## src/rtl/irq_cascade_pkg.sv

```systemverilog
package irq_cascade_pkg;

    localparam int BANK_W    = 8;
    localparam int NUM_BANKS = 2;
    localparam int NUM_SRC   = BANK_W * NUM_BANKS;
    localparam int ID_W      = $clog2(NUM_SRC);
    localparam int IDX_W     = $clog2(BANK_W);
    localparam int ADDR_W    = 8;

    typedef enum logic [2:0] {
        OFF_MASK0 = 3'd0,
        OFF_STAT0 = 3'd1,
        OFF_ROUTE = 3'd2,
        OFF_MASK1 = 3'd3,
        OFF_STAT1 = 3'd4,
        OFF_CTRL  = 3'd5
    } reg_off_e;

    localparam logic [BANK_W-1:0] MASK_RST   = '1;
    localparam logic [BANK_W-1:0] BANK1_EXCL = 8'h12;

    typedef struct packed {
        logic            hit;
        logic [ID_W-1:0] id;
    } prio_t;

    function automatic logic [BANK_W-1:0] excl_for_bank(input int b);
        return (b == 1) ? BANK1_EXCL : '0;
    endfunction

endpackage

```

## src/rtl/irq_regfile.sv

```systemverilog
module irq_regfile
    import irq_cascade_pkg::*;
#(
    parameter int W  = BANK_W,
    parameter int AW = ADDR_W
) (
    input  logic            clk,
    input  logic            rst,
    input  logic            wr_en,
    input  logic            rd_en,
    input  logic [AW-1:0]   addr,
    input  logic [W-1:0]    wdata,
    input  logic [2*W-1:0]  src_lvl,
    output logic [W-1:0]    mask0,
    output logic [W-1:0]    mask1,
    output logic [W-1:0]    rdata
);
    localparam logic [AW-1:0] A_MASK0 = AW'(OFF_MASK0);
    localparam logic [AW-1:0] A_STAT0 = AW'(OFF_STAT0);
    localparam logic [AW-1:0] A_ROUTE = AW'(OFF_ROUTE);
    localparam logic [AW-1:0] A_MASK1 = AW'(OFF_MASK1);
    localparam logic [AW-1:0] A_STAT1 = AW'(OFF_STAT1);
    localparam logic [AW-1:0] A_CTRL  = AW'(OFF_CTRL);

    logic [W-1:0] route_q, ctrl_q;

    always_ff @(posedge clk) begin
        if (rst) begin
            mask0   <= W'(MASK_RST);
            mask1   <= W'(MASK_RST);
            route_q <= '0;
            ctrl_q  <= '0;
        end else if (wr_en) begin
            if (addr == A_MASK0) mask0   <= wdata;
            if (addr == A_MASK1) mask1   <= wdata;
            if (addr == A_ROUTE) route_q <= wdata;
            if (addr == A_CTRL)  ctrl_q  <= wdata;
        end
    end

    always_comb begin
        rdata = '0;
        if (rd_en) begin
            if (addr == A_MASK0) rdata = mask0;
            if (addr == A_STAT0) rdata = ~src_lvl[W-1:0];
            if (addr == A_ROUTE) rdata = route_q;
            if (addr == A_MASK1) rdata = mask1;
            if (addr == A_STAT1) rdata = ~src_lvl[2*W-1:W];
            if (addr == A_CTRL)  rdata = ctrl_q;
        end
    end

endmodule

```

## src/rtl/irq_bank_prio.sv

```systemverilog
module irq_bank_prio
    import irq_cascade_pkg::*;
#(
    parameter int           W    = BANK_W,
    parameter logic [W-1:0] EXCL = '0,
    localparam int          IW   = $clog2(W)
) (
    input  logic [W-1:0]  lvl,
    input  logic [W-1:0]  mask,
    output logic          hit,
    output logic [IW-1:0] idx
);
    logic [W-1:0] live;

    assign live = lvl & ~mask & ~EXCL;
    assign hit  = |live;

    always_comb begin
        idx = '0;
        for (int i = W - 1; i >= 0; i--) begin
            if (live[i]) idx = IW'(i);
        end
    end

endmodule

```

## src/rtl/irq_cascade_ctrl.sv

```systemverilog
module irq_cascade_ctrl
    import irq_cascade_pkg::*;
(
    input  logic               clk,
    input  logic               rst,
    input  logic [NUM_SRC-1:0] src_lvl,
    input  logic               wr_en,
    input  logic               rd_en,
    input  logic [ADDR_W-1:0]  addr,
    input  logic [BANK_W-1:0]  wdata,
    output logic [BANK_W-1:0]  rdata,
    output logic               cascade_irq,
    output logic               top_valid,
    output logic [ID_W-1:0]    top_id
);
    logic [BANK_W-1:0] mask_b0, mask_b1;
    logic [BANK_W-1:0] bank_mask [NUM_BANKS];
    logic              bank_hit  [NUM_BANKS];
    logic [IDX_W-1:0]  bank_idx  [NUM_BANKS];
    prio_t             nxt, cur;

    irq_regfile #(.W(BANK_W), .AW(ADDR_W)) u_regs (
        .clk    (clk),
        .rst    (rst),
        .wr_en  (wr_en),
        .rd_en  (rd_en),
        .addr   (addr),
        .wdata  (wdata),
        .src_lvl(src_lvl),
        .mask0  (mask_b0),
        .mask1  (mask_b1),
        .rdata  (rdata)
    );

    assign bank_mask[0] = mask_b0;
    assign bank_mask[1] = mask_b1;

    for (genvar g = 0; g < NUM_BANKS; g++) begin : g_bank
        irq_bank_prio #(.W(BANK_W), .EXCL(excl_for_bank(g))) u_prio (
            .lvl (src_lvl[g*BANK_W +: BANK_W]),
            .mask(bank_mask[g]),
            .hit (bank_hit[g]),
            .idx (bank_idx[g])
        );
    end

    // Lower bank numbers are visited last so they override higher ones.
    always_comb begin
        nxt = '0;
        for (int b = NUM_BANKS - 1; b >= 0; b--) begin
            if (bank_hit[b]) begin
                nxt.hit = 1'b1;
                nxt.id  = ID_W'(b * BANK_W) + ID_W'(bank_idx[b]);
            end
        end
    end

    always_ff @(posedge clk) begin
        if (rst) cur <= '0;
        else     cur <= nxt;
    end

    assign cascade_irq = cur.hit;
    assign top_valid   = cur.hit;
    assign top_id      = cur.id;

endmodule

```

## config.mk

```make
export PLATFORM = sky130hd
export DESIGN_NAME = irq_cascade_ctrl
export DESIGN_NICKNAME = d
export VERILOG_FILES = /design/src/rtl/irq_cascade_pkg.sv /design/src/rtl/irq_regfile.sv /design/src/rtl/irq_bank_prio.sv /design/src/rtl/irq_cascade_ctrl.sv
export SDC_FILE = /design/constraint.sdc
export NUM_CORES = 1
export LEC_CHECK = 0
export ABC_AREA = 1
export BUFFER_PORTS_ARGS = -buffer_cell sky130_fd_sc_hd__buf_4
export CAP_MARGIN = 30
export CELL_PAD_IN_SITES_DETAIL_PLACEMENT = 0
export CELL_PAD_IN_SITES_GLOBAL_PLACEMENT = 2
export CORE_UTILIZATION = 29
export CTS_CLUSTER_DIAMETER = 40
export DETAILED_ROUTE_END_ITERATION = 8
export GPL_ROUTABILITY_DRIVEN = 0
export PLACE_DENSITY = 0.76
export SETUP_SLACK_MARGIN = 0.15
export SLEW_MARGIN = 40
export SYNTH_ARGS = -nofsm -noshare
export SYNTH_HDL_FRONTEND = slang
export SYNTH_SLANG_ARGS = --single-unit
```

## constraint.sdc

```tcl
create_clock -name clk -period 1.65 [get_ports clk]
set_input_delay 0.0825 -clock clk [delete_from_list [all_inputs] [get_ports clk]]
set_output_delay 0.0825 -clock clk [all_outputs]
set_load 0.01 [all_outputs]
```

==> results.rst, run 1 <==
.. list-table::
   :header-rows: 1

   * - Metric
     - Value
   * - Post-synthesis to final-layout area growth
     - 30.3%
   * - Via count of the first global-routing pass
     - 1992
   * - Achievable Freq
     - 0.697 GHz
   * - CTS Root Cell
     - clkbuf_8
   * - Count of final max-slew check failures
     - 0
   * - CP startpoint kind
     - input port
   * - Worst path slowest cell
     - a21oi_1
   * - Cell count after synthesis
     - 308
   * - Die ar.
     - 7870 µm²
   * - Number of clock buffers inserted by TritonCTS
     - 5
   * - Slew margin rel.
     - 73.6%
   * - Clock latency at the later pin of the worst-skew pair
     - 0.29 ns
   * - Total power draw
     - 1860 µW
   * - Final std cells w/o fill
     - 463
   * - Register-to-register setup slack
     - about 0.36 ns
   * - Post-synthesis sequential element count
     - 37
   * - Clock transition at the registers of the reported paths
     - approximately 0.080 ns
   * - Antenna Diode Count
     - 0
   * - Longest individual stage delay on the worst path
     - 0.19 ns
   * - Detailed router's first-iteration violation count
     - roughly 120
   * - Number of ports placed on the die boundary
     - 50
   * - Worst R2R Start
     - u_regs.mask0[6]
   * - Placed Instance Area
     - ~2700 µm²
   * - Synth Flop Type
     - dfxtp_1
   * - Worst slew pin tran
     - approximately 0.40 ns
   * - Result of the run
     - completed
   * - Proportion of layout cells with a drive suffix above 1
     - 29.1%
   * - Wirelength, routed
     - 6540 µm
   * - Worst IR drop on VDD
     - between 0.4 and 0.5 mV
   * - Post-detailed-placement half-perimeter wirelength
     - approximately 5000 µm
   * - Post-synth cell types
     - 30
   * - Type of element capturing the critical path
     - primary output
   * - Yosys synthesis warning count
     - 0
   * - Cell Pwr Density
     - 656 nW/µm²
   * - Starting Density
     - 30.1%
   * - Htree depth
     - 2
   * - Number of maximum-capacitance violations
     - 0
   * - Fraction of the yosys area taken by sequential cells
     - 34.0%
   * - Cell area after layout
     - 2840 µm²
   * - Remaining DRCs
     - 0
   * - Wire length of the first global-routing pass
     - 10300 µm
   * - Bufs on Longest Clock Path
     - 2
   * - Tightest Hold Check Type
     - input port to flip-flop
   * - Nets in the synthesized netlist
     - 344
   * - Worst endpoint data arrival time
     - 1.35 ns
   * - Hold endpoint
     - u_regs.ctrl_q[3]
   * - Standby leakage power
     - 0.00141 µW
   * - Final layout net count
     - 400
   * - Share of synthesized registers carrying an async set or reset
     - 0%
   * - Detailed-route via count
     - 2115
   * - Maximum number of pins on one net before global-route repair
     - 34
   * - Number of flops mapped to enable cells by yosys
     - 0
   * - Clock tree from TritonCTS
     - built
   * - Setup TNS after final layout
     - 0 ns
   * - Total grt overflow
     - 0
   * - Fin Clk Skew
     - 0.00784 ns
   * - Class of the most critical setup path
     - input port to primary output
   * - Worst Path Buf+Inv
     - 4
   * - Tmin final
     - approximately 1.4 ns
   * - Min-Delay Startpoint
     - wdata[3]
   * - Final period util
     - 86.9%
   * - Area of the core
     - 7250 µm²
   * - Top library cells by usage in the layout, fill and taps aside
     - buf_4 (55), nand2_1 (50), inv_1 (43)
   * - Count of buffers from port buffering
     - 49
   * - Number of endpoints failing setup at the final stage
     - 0
   * - Worst Hold Path Cells
     - 3
   * - Smallest hold slack
     - 0.0773 ns
   * - Largest fanout on the critical path
     - 8
   * - Via density
     - 4.57
   * - Die outline height
     - between 80 and 90 µm
   * - Cell type with the highest occurrence count on the critical path
     - buf_4
   * - Count of TritonRoute iterations in the first routing pass
     - 4
   * - Required @ worst endpoint
     - about 1.6 ns
   * - Number of antenna violations at the first check in global routing
     - 0
   * - Horiz. Die Dim
     - 88.7 µm
   * - Critical register-to-register path endpoint
     - top_id[0]
   * - Most frequent standard cell in the layout excluding fill and tap cells
     - buf_4
   * - Unrepaired setup endpoints after global routing
     - true
   * - Placed Cells
     - 450
   * - Mapped Area
     - between 2000 and 2500 µm²
   * - Average wire per standard cell
     - between 10 and 15 µm
   * - Clock sink count
     - 37
   * - Synth Area per Inst
     - 7.08 µm²
   * - Antenna violation net count after detailed routing
     - 0
   * - Cell Chain, Critical Path
     - buf_4 -> nor2_2 -> nand2_2 -> buf_4 -> nor2_4 -> buf_12 -> nand3_1 -> nand2_1 -> o21bai_1 -> a21oi_1 -> buf_4
   * - Row Count
     - 31
   * - Total count of hold-check failures in the final report
     - 0
   * - All-Layer GR Usage
     - 18.0%
   * - Cell count of the worst reg-to-reg path
     - 8
   * - Crit path max-delay family
     - buffers and inverters
## layout make-up
| cell class | count | area [µm²] |
|---|---|---|
| clock buffers | 5 | 68.8 |
| clock inverters | 2 | 35.0 |
| fillers | 770 | 4410 |
| inverters | 48 | 184 |
| multi-input cells | 213 | 1200 |
| flip-flops and latches | 37 | 741 |
| well taps | 99 | 124 |
| repair buffers | 59 | 483 |
## registers in the layout, indices dropped and copies added (netlist names)
name and flops:
u_regs.mask0 8, cascade_irq 1, u_regs.ctrl_q 8, u_regs.mask1 8, u_regs.route_q 8, top_id 4
## power breakdown
| part | switching (µW) | leakage, µW | internal [µW] |
|---|---|---|---|
| registers | 1.49 | 0.000299 | 895 |
| logic | 116 | 0.00105 | 88.6 |
| clock network | 323 | 0.0000540 | 439 |
| total | 441 | 0.00141 | 1420 |
## worst max-delay path by stage
stage	end	startpoint	cells after the start
floorplan	top_id[1]	u_regs.mask0[2]	7
global placement	rdata[3]	addr[5]	10
detailed placement	rdata[3]	addr[5]	10
CTS	rdata[3]	addr[0]	9
global route	rdata[3]	addr[5]	11
finish	rdata[3]	addr[7]	11
## routing by layer
layer	share of wire, %	GRT usage, %	vias to the layer above
li1	-	-	1133
met1	49	24.5	933
met2	47	29.4	45
met3	3.5	3.17	4
met4	0.90	4.40	0
met5	0	0	-
## logic make-up after synthesis
| kind of cell | share of synthesized area, % |
|---|---|
| compound gates | 24.7 |
| buf+inv | 12.6 |
| flops | 34.0 |
| simple gates | 28.8 |
## what timing repair did
action | CTS | global route
endpoints found under the setup margin | 1 | 8
resized for setup | 1 | 11
hold buffers | 1 | 0
buffers inserted | 0 | 3
hold endpoints to repair | 3 | 0
cloned | 0 | 2
pin swaps | 0 | 4
## synth_stat cells, types with 5 or more instances
cell | instances | area [µm²]
nor2_1 | 21 | 78.8
o211ai_1 | 5 | 37.5
inv_1 | 43 | 161
nand2_1 | 52 | 195
o21bai_1 | 8 | 60.1
nand3_1 | 31 | 155
o21ai_0 | 24 | 120
o211ai_2 | 11 | 138
a21oi_1 | 30 | 150
dfxtp_1 | 37 | 741
buf_6 | 5 | 56.3
## through the flow
stage	util, %	setup WS, ns
6_report	39.2	0.216
5_1_grt	39.2	0.137
4_1_cts	38.2	0.183
3_5_place_dp	36.5	0.155
3_3_place_gp	36.5	0.142
2_1_floorplan	-	0.513
## worst min-delay path, stage by stage
cell,delay (ns)
buf_4,0.08
o21ai_0,0.07
a21oi_1,0.10
No activity file was read; power rests on OpenSTA's default activity.
==> inputs of run 2 (changes only) <==
--- a/config.mk
+++ b/config.mk
@@ -14,7 +14,7 @@
 export CTS_CLUSTER_DIAMETER = 40
 export DETAILED_ROUTE_END_ITERATION = 8
 export GPL_ROUTABILITY_DRIVEN = 0
-export PLACE_DENSITY = 0.76
+export PLACE_DENSITY = 0.84
 export SETUP_SLACK_MARGIN = 0.15
 export SLEW_MARGIN = 40
 export SYNTH_ARGS = -nofsm -noshare
==> run 2 against run 1 <==
  * Via count increased by 5.8%
  * Non-clock buffer count decreased by 1
  * Critical path depth decreased by 1
  * Design area is 0.48% higher
  * Setup slack gained 0.054 ns
  * Clock power is 9.4% higher
  * Power grew 4.1%
  * Sequential cell count stayed put
  * Die area stayed put
  * Core utilization grew 0.19 points
  * Sequential power hardly changed
  * First-iteration DRC count shrank 5.1%
==> results.rst, run 2 (synthesized netlist as in run 1, its figures left out) <==
.. list-table::
   :header-rows: 1

   * - Metric
     - Value
   * - Die ar.
     - 7870 µm²
   * - Required @ worst endpoint
     - 1.57 ns
   * - Horiz. Die Dim
     - 88.7 µm
   * - Worst path slowest cell
     - buf_4
   * - Count of buffers from port buffering
     - 49
   * - CTS Root Cell
     - clkbuf_8
   * - Post-detailed-placement half-perimeter wirelength
     - 4910 µm
   * - Maximum number of pins on one net before global-route repair
     - 34
   * - Average wire per standard cell
     - between 10 and 15 µm
   * - Proportion of layout cells with a drive suffix above 1
     - 28.6%
   * - Final layout net count
     - 399
   * - Worst endpoint data arrival time
     - between 1 and 1.5 ns
   * - Post-synthesis to final-layout area growth
     - 30.9%
   * - Slew margin rel.
     - 79.6%
   * - Setup TNS after final layout
     - 0 ns
   * - Wirelength, routed
     - between 6000 and 7000 µm
   * - Number of maximum-capacitance violations
     - 0
   * - Hold endpoint
     - u_regs.ctrl_q[3]
   * - Top library cells by usage in the layout, fill and taps aside
     - buf_4 (54), nand2_1 (50), inv_1 (43)
   * - Cell count of the worst reg-to-reg path
     - 8
   * - Via count of the first global-routing pass
     - 2039
   * - Starting Density
     - between 30% and 40%
   * - Placed Instance Area
     - 2650 µm²
   * - Count of final max-slew check failures
     - 0
   * - Worst R2R Start
     - u_regs.mask0[6]
   * - Row Count
     - 31
   * - Largest fanout on the critical path
     - 4
   * - Count of TritonRoute iterations in the first routing pass
     - 4
   * - Clock latency at the later pin of the worst-skew pair
     - 0.30 ns
   * - Remaining DRCs
     - 0
   * - Detailed-route via count
     - 2237
   * - Filler cell count
     - 799
   * - Clock sink count
     - 37
   * - Number of clock buffers inserted by TritonCTS
     - 5
   * - Total grt overflow
     - 0
   * - Bufs on Longest Clock Path
     - 2
   * - Standby leakage power
     - roughly 0.0014 µW
   * - Achievable Freq
     - between 0.7 and 0.8 GHz
   * - Cell Chain, Critical Path
     - buf_4 -> nor2_1 -> nand2_2 -> buf_4 -> nor2_4 -> nand2_1 -> nand3_1 -> o21bai_1 -> a21oi_1 -> buf_4
   * - Total power draw
     - 1940 µW
   * - Final period util
     - 83.6%
   * - Longest individual stage delay on the worst path
     - 0.18 ns
   * - Unrepaired setup endpoints after global routing
     - false
   * - Wire length of the first global-routing pass
     - 10100 µm
   * - Launching element of the worst setup path
     - addr[5]
   * - Detailed router's first-iteration violation count
     - 112
   * - Min-Delay Startpoint
     - wdata[3]
   * - Cell area after layout
     - 2850 µm²
   * - Htree depth
     - 2
   * - Tmin final
     - between 1 and 1.5 ns
   * - Fin Clk Skew
     - 0.00929 ns
   * - Most frequent standard cell in the layout excluding fill and tap cells
     - buf_4
   * - Worst IR drop on VDD
     - 0.323 mV
   * - Smallest hold slack
     - 0.0755 ns
   * - Register-to-register setup slack
     - 0.32 ns
   * - Cell Pwr Density
     - 680 nW/µm²
   * - Antenna Diode Count
     - 0
   * - Critical register-to-register path endpoint
     - top_id[0]
   * - Number of antenna violations at the first check in global routing
     - 0
   * - Number of ports placed on the die boundary
     - 50
   * - Number of endpoints failing setup at the final stage
     - 0
   * - Antenna violation net count after detailed routing
     - 0
   * - Clock tree from TritonCTS
     - built
   * - Via density
     - 4.83
   * - Worst slew pin tran
     - 0.306 ns
   * - Cell type with the highest occurrence count on the critical path
     - buf_4
   * - All-Layer GR Usage
     - 17.4%
   * - Die outline height
     - 88.7 µm
   * - Class of the most critical setup path
     - input port to primary output
   * - Result of the run
     - completed
   * - CP startpoint kind
     - input port
   * - Clock transition at the registers of the reported paths
     - roughly 0.080 ns
   * - Area of the core
     - 7250 µm²
   * - Total count of hold-check failures in the final report
     - 0
   * - Tightest Hold Check Type
     - input port to flip-flop
   * - Type of element capturing the critical path
     - primary output
   * - Worst Hold Path Cells
     - 3
-- run 2: how the worst max path moves through the flow --
| stage | endpoint | slack, ns | cells after the start |
|---|---|---|---|
| 2_1_floorplan | top_id[1] | 0.51 | 7 |
| 3_3_place_gp | rdata[3] | 0.19 | 8 |
| 3_5_place_dp | rdata[3] | 0.22 | 8 |
| 4_1_cts | rdata[3] | 0.21 | 8 |
| 5_1_grt | rdata[4] | 0.14 | 10 |
| 6_report | rdata[0] | 0.27 | 10 |
-- run 2: critical path, delay by kind of cell --
family	cells	cell delay (ns)
AO/OA/AOI/OAI	2	0.23
buffers and inverters	3	0.43
AND/OR/NAND/NOR	5	0.55
-- run 2: power breakdown --
group	switching, µW	leakage (µW)	internal [µW]	total, µW
clock	342	0.0000574	492	834
combinational	119	0.00104	91.3	211
sequential	1.50	0.000299	894	896
-- run 2: repair_timing --
item,in CTS,in global routing
endpoints found under the hold margin,3,0
resized for setup,0,12
hold buffers,1,0
setup endpoints to repair,0,8
setup buffers,0,2
-- run 2: area by class of cell --
class	count	area, µm²	share of cell area (%)
multi-input cells	213	1210	42.5
repair buffers	58	470	16.5
flip-flops and latches	37	741	26.0
clock buffers	6	82.6	2.89
well taps	99	124	4.34
inverters	48	186	6.53
clock inverters	2	37.5	1.32
-- run 2: through the flow --
stage                     utilization (%)  setup WS [ns]  cells
after detailed placement             36.5          0.216    450
after CTS                            38.3          0.213    459
final                                39.3          0.270    463
after global placement               36.5          0.190    450
after floorplan                         -          0.513    308
after global routing                 39.3          0.140    463
-- run 2: layer usage --
metal  up-vias  global-route usage (%)  wire [µm]
met5         -                       0          0
li1       1135                       -          -
met1      1045                    22.6       3050
met3         7                    3.08        228
met2        50                    29.4       3120
met4         0                    5.28         76
==> inputs of run 3 (changes only) <==
==> constraint.sdc (replaced) <==
create_clock -name clk -period 1.3 [get_ports clk]
set_input_delay 0.065 -clock clk [delete_from_list [all_inputs] [get_ports clk]]
set_output_delay 0.065 -clock clk [all_outputs]
set_load 0.01 [all_outputs]
==> run 3 against run 2 <==
  * The flow now finishes with violations (negative setup slack)
  * Sequential power rose by 26%
  * Critical path depth fell by 4
  * Core utilization rose by 7.2 points
  * Wire length rose by 8.2%
  * Register-to-register slack got worse by 0.23 ns
  * Non-clock buffer count rose by 22
  * Largest cell class unchanged
  * Largest power group unchanged
==> results.rst, run 3 (synthesized netlist as in run 1, its figures left out) <==
.. list-table::
   :header-rows: 1

   * - Metric
     - Value
   * - Setup WS post-layout
     - -0.00655 ns
   * - Die outline height
     - 88.7 µm
   * - Number of antenna violations at the first check in global routing
     - 0
   * - Required @ worst endpoint
     - 1.24 ns
   * - Wire length of the first global-routing pass
     - around 11000 µm
   * - Hold endpoint
     - u_regs.ctrl_q[4]
   * - Clock sink count
     - 37
   * - Die ar.
     - slightly below 8000 µm²
   * - Net load switching power
     - about 620 µW
   * - Worst endpoint data arrival time
     - ~1.2 ns
   * - Setup slack at placement
     - -0.141 ns
   * - CTS Root Cell
     - clkbuf_8
   * - Htree depth
     - 2
   * - Slew margin rel.
     - 80.6%
   * - CP startpoint kind
     - flip-flop
   * - Utilization of the core after routing
     - 46.6%
   * - Bufs on Longest Clock Path
     - 2
   * - Average wire per standard cell
     - 14.5 µm
   * - Tmin final
     - 1.31 ns
   * - Total count of hold-check failures in the final report
     - 0
   * - Total power draw
     - 2530 µW
   * - Via count of the first global-routing pass
     - approximately 2200
   * - Number of clock buffers inserted by TritonCTS
     - 5
   * - Total grt overflow
     - 0
   * - Standby leakage power
     - 0.00162 µW
   * - Detailed router's first-iteration violation count
     - 135
   * - Cell count of the worst reg-to-reg path
     - 8
   * - Part of the power in registers
     - between 40% and 50%
   * - Clock transition at the registers of the reported paths
     - 0.08 ns
   * - Tightest Hold Check Type
     - input port to flip-flop
   * - Unrepaired setup endpoints after global routing
     - true
   * - Result of the run
     - complete, but fails checks
   * - Largest fanout on the critical path
     - 2
   * - Worst IR drop on VDD
     - 0.543 mV
   * - Internal Dissipation
     - 1910 µW
   * - Worst slew pin tran
     - 0.291 ns
   * - Filler cell count
     - ~740
   * - Clock latency at the later pin of the worst-skew pair
     - 0.29 ns
   * - Starting Density
     - 30.1%
   * - Number of ports placed on the die boundary
     - 50
   * - Top library cells by usage in the layout, fill and taps aside
     - buf_4 (63), inv_1 (42), nand2_1 (39)
   * - Count of buffers from port buffering
     - 49
   * - Net switching share of the total power
     - 24.6%
   * - Class of the most critical setup path
     - flip-flop to primary output
   * - Area of the core
     - between 7000 and 8000 µm²
   * - Wirelength, routed
     - between 7000 and 8000 µm
   * - Count of final max-slew check failures
     - 0
   * - Horiz. Die Dim
     - between 80 and 90 µm
   * - Maximum number of pins on one net before global-route repair
     - 26
   * - Type of element capturing the critical path
     - primary output
   * - Achievable Freq
     - 0.765 GHz
   * - Number of maximum-capacitance violations
     - 0
   * - Remaining DRCs
     - 0
   * - Setup TNS after final layout
     - -0.00655 ns
   * - Count of TritonRoute iterations in the first routing pass
     - 4
   * - Antenna violation net count after detailed routing
     - 0
   * - Final std cells w/o fill
     - 485
   * - Post-detailed-placement half-perimeter wirelength
     - 4970 µm
   * - Detailed-route via count
     - 2312
   * - Share of total power in combinational logic
     - 13.1%
   * - Relative contribution of the clock network to total power
     - 42.0%
   * - Final layout net count
     - 421
   * - Worst R2R Start
     - u_regs.mask0[6]
   * - Fin Clk Skew
     - about 0.0096 ns
   * - Register-to-register setup slack
     - 0.09 ns
   * - Most frequent standard cell in the layout excluding fill and tap cells
     - buf_4
   * - Via density
     - 4.77
   * - Final period util
     - 101%
   * - Antenna Diode Count
     - 0
   * - Post-synthesis to final-layout area growth
     - 54.9%
   * - Cell Pwr Density
     - about 750 nW/µm²
   * - Min-Delay Startpoint
     - wdata[4]
   * - Placed Cells
     - 465
   * - Worst Hold Path Cells
     - 3
   * - Row Count
     - 31
   * - Proportion of layout cells with a drive suffix above 1
     - between 40% and 50%
   * - Critical register-to-register path endpoint
     - top_id[0]
   * - All-Layer GR Usage
     - 19.2%
   * - Violations in the final reports
     - negative setup slack
   * - Number of endpoints failing setup at the final stage
     - 1
   * - Clock tree from TritonCTS
     - built
[run 3: changes by cell type in the layout (fill, tap and decap cells not counted), sizes merged]
cell	change
buf	+22
clkinv	-1
inv	+1
nand3	+1
nor2	-1
[run 3: critical path, stage by stage, from the launching register on]
cell	delay (ns)
dfxtp_2	0.33
buf_6	0.11
nand2_2	0.06
nand3_2	0.06
o21bai_1	0.17
a21oi_1	0.09
buf_4	0.15
[run 3: layout make-up]
type | count | area [µm²] | share of cell area (%)
clock buffer | 6 | 82.6 | 2.45
clock inverter | 2 | 37.5 | 1.11
inverter | 48 | 198 | 5.85
multi-input combinational | 213 | 1470 | 43.6
sequential | 37 | 762 | 22.6
tap | 99 | 124 | 3.67
timing repair buffer | 80 | 701 | 20.7
[run 3: worst max-delay path by stage]
stage                                from   endpoint  slack, ns  cells after the start
after floorplan           u_regs.mask0[2]  top_id[1]       0.16                      7
after global placement            addr[5]   rdata[2]      -0.09                     10
after detailed placement          addr[5]   rdata[3]      -0.14                      9
after CTS                 u_regs.mask0[6]   rdata[6]      -0.03                      6
after global routing              addr[4]   rdata[6]      -0.11                     10
final                     u_regs.mask0[6]   rdata[6]     -0.007                      6
[run 3: power by group through the flow]
stage | sequential, µW | combinational (µW) | clock, µW
CTS | 1140 | 312 | 1070
global placement | 1160 | 260 | 0
global route | 1140 | 358 | 1120
detailed placement | 1160 | 261 | 0
finish | 1130 | 332 | 1060
floorplan | 1160 | 104 | 0
[run 3: routing by layer]
metal / routed length [µm] / track usage (%)
met3: 276 / 3.36
met4: 71 / 5.13
met1: 3210 / 24.6
met5: 0 / 0
met2: 3460 / 33.1
[run 3: metrics by stage]
stage,hold slack [ns],cell area (µm²)
after floorplan,0.134,2180
after global placement,0.277,2750
after detailed placement,0.280,2750
after CTS,0.0552,3190
after global routing,0.0877,3380
final,0.0575,3380
[run 3: repair_timing]
action	in CTS	in global routing
gates resized for setup	58	52
setup endpoints to repair	12	18
gates cloned	3	0
hold buffers	1	0
endpoints found under the hold margin	3	0
pin swaps	24	31
setup buffers	6	2
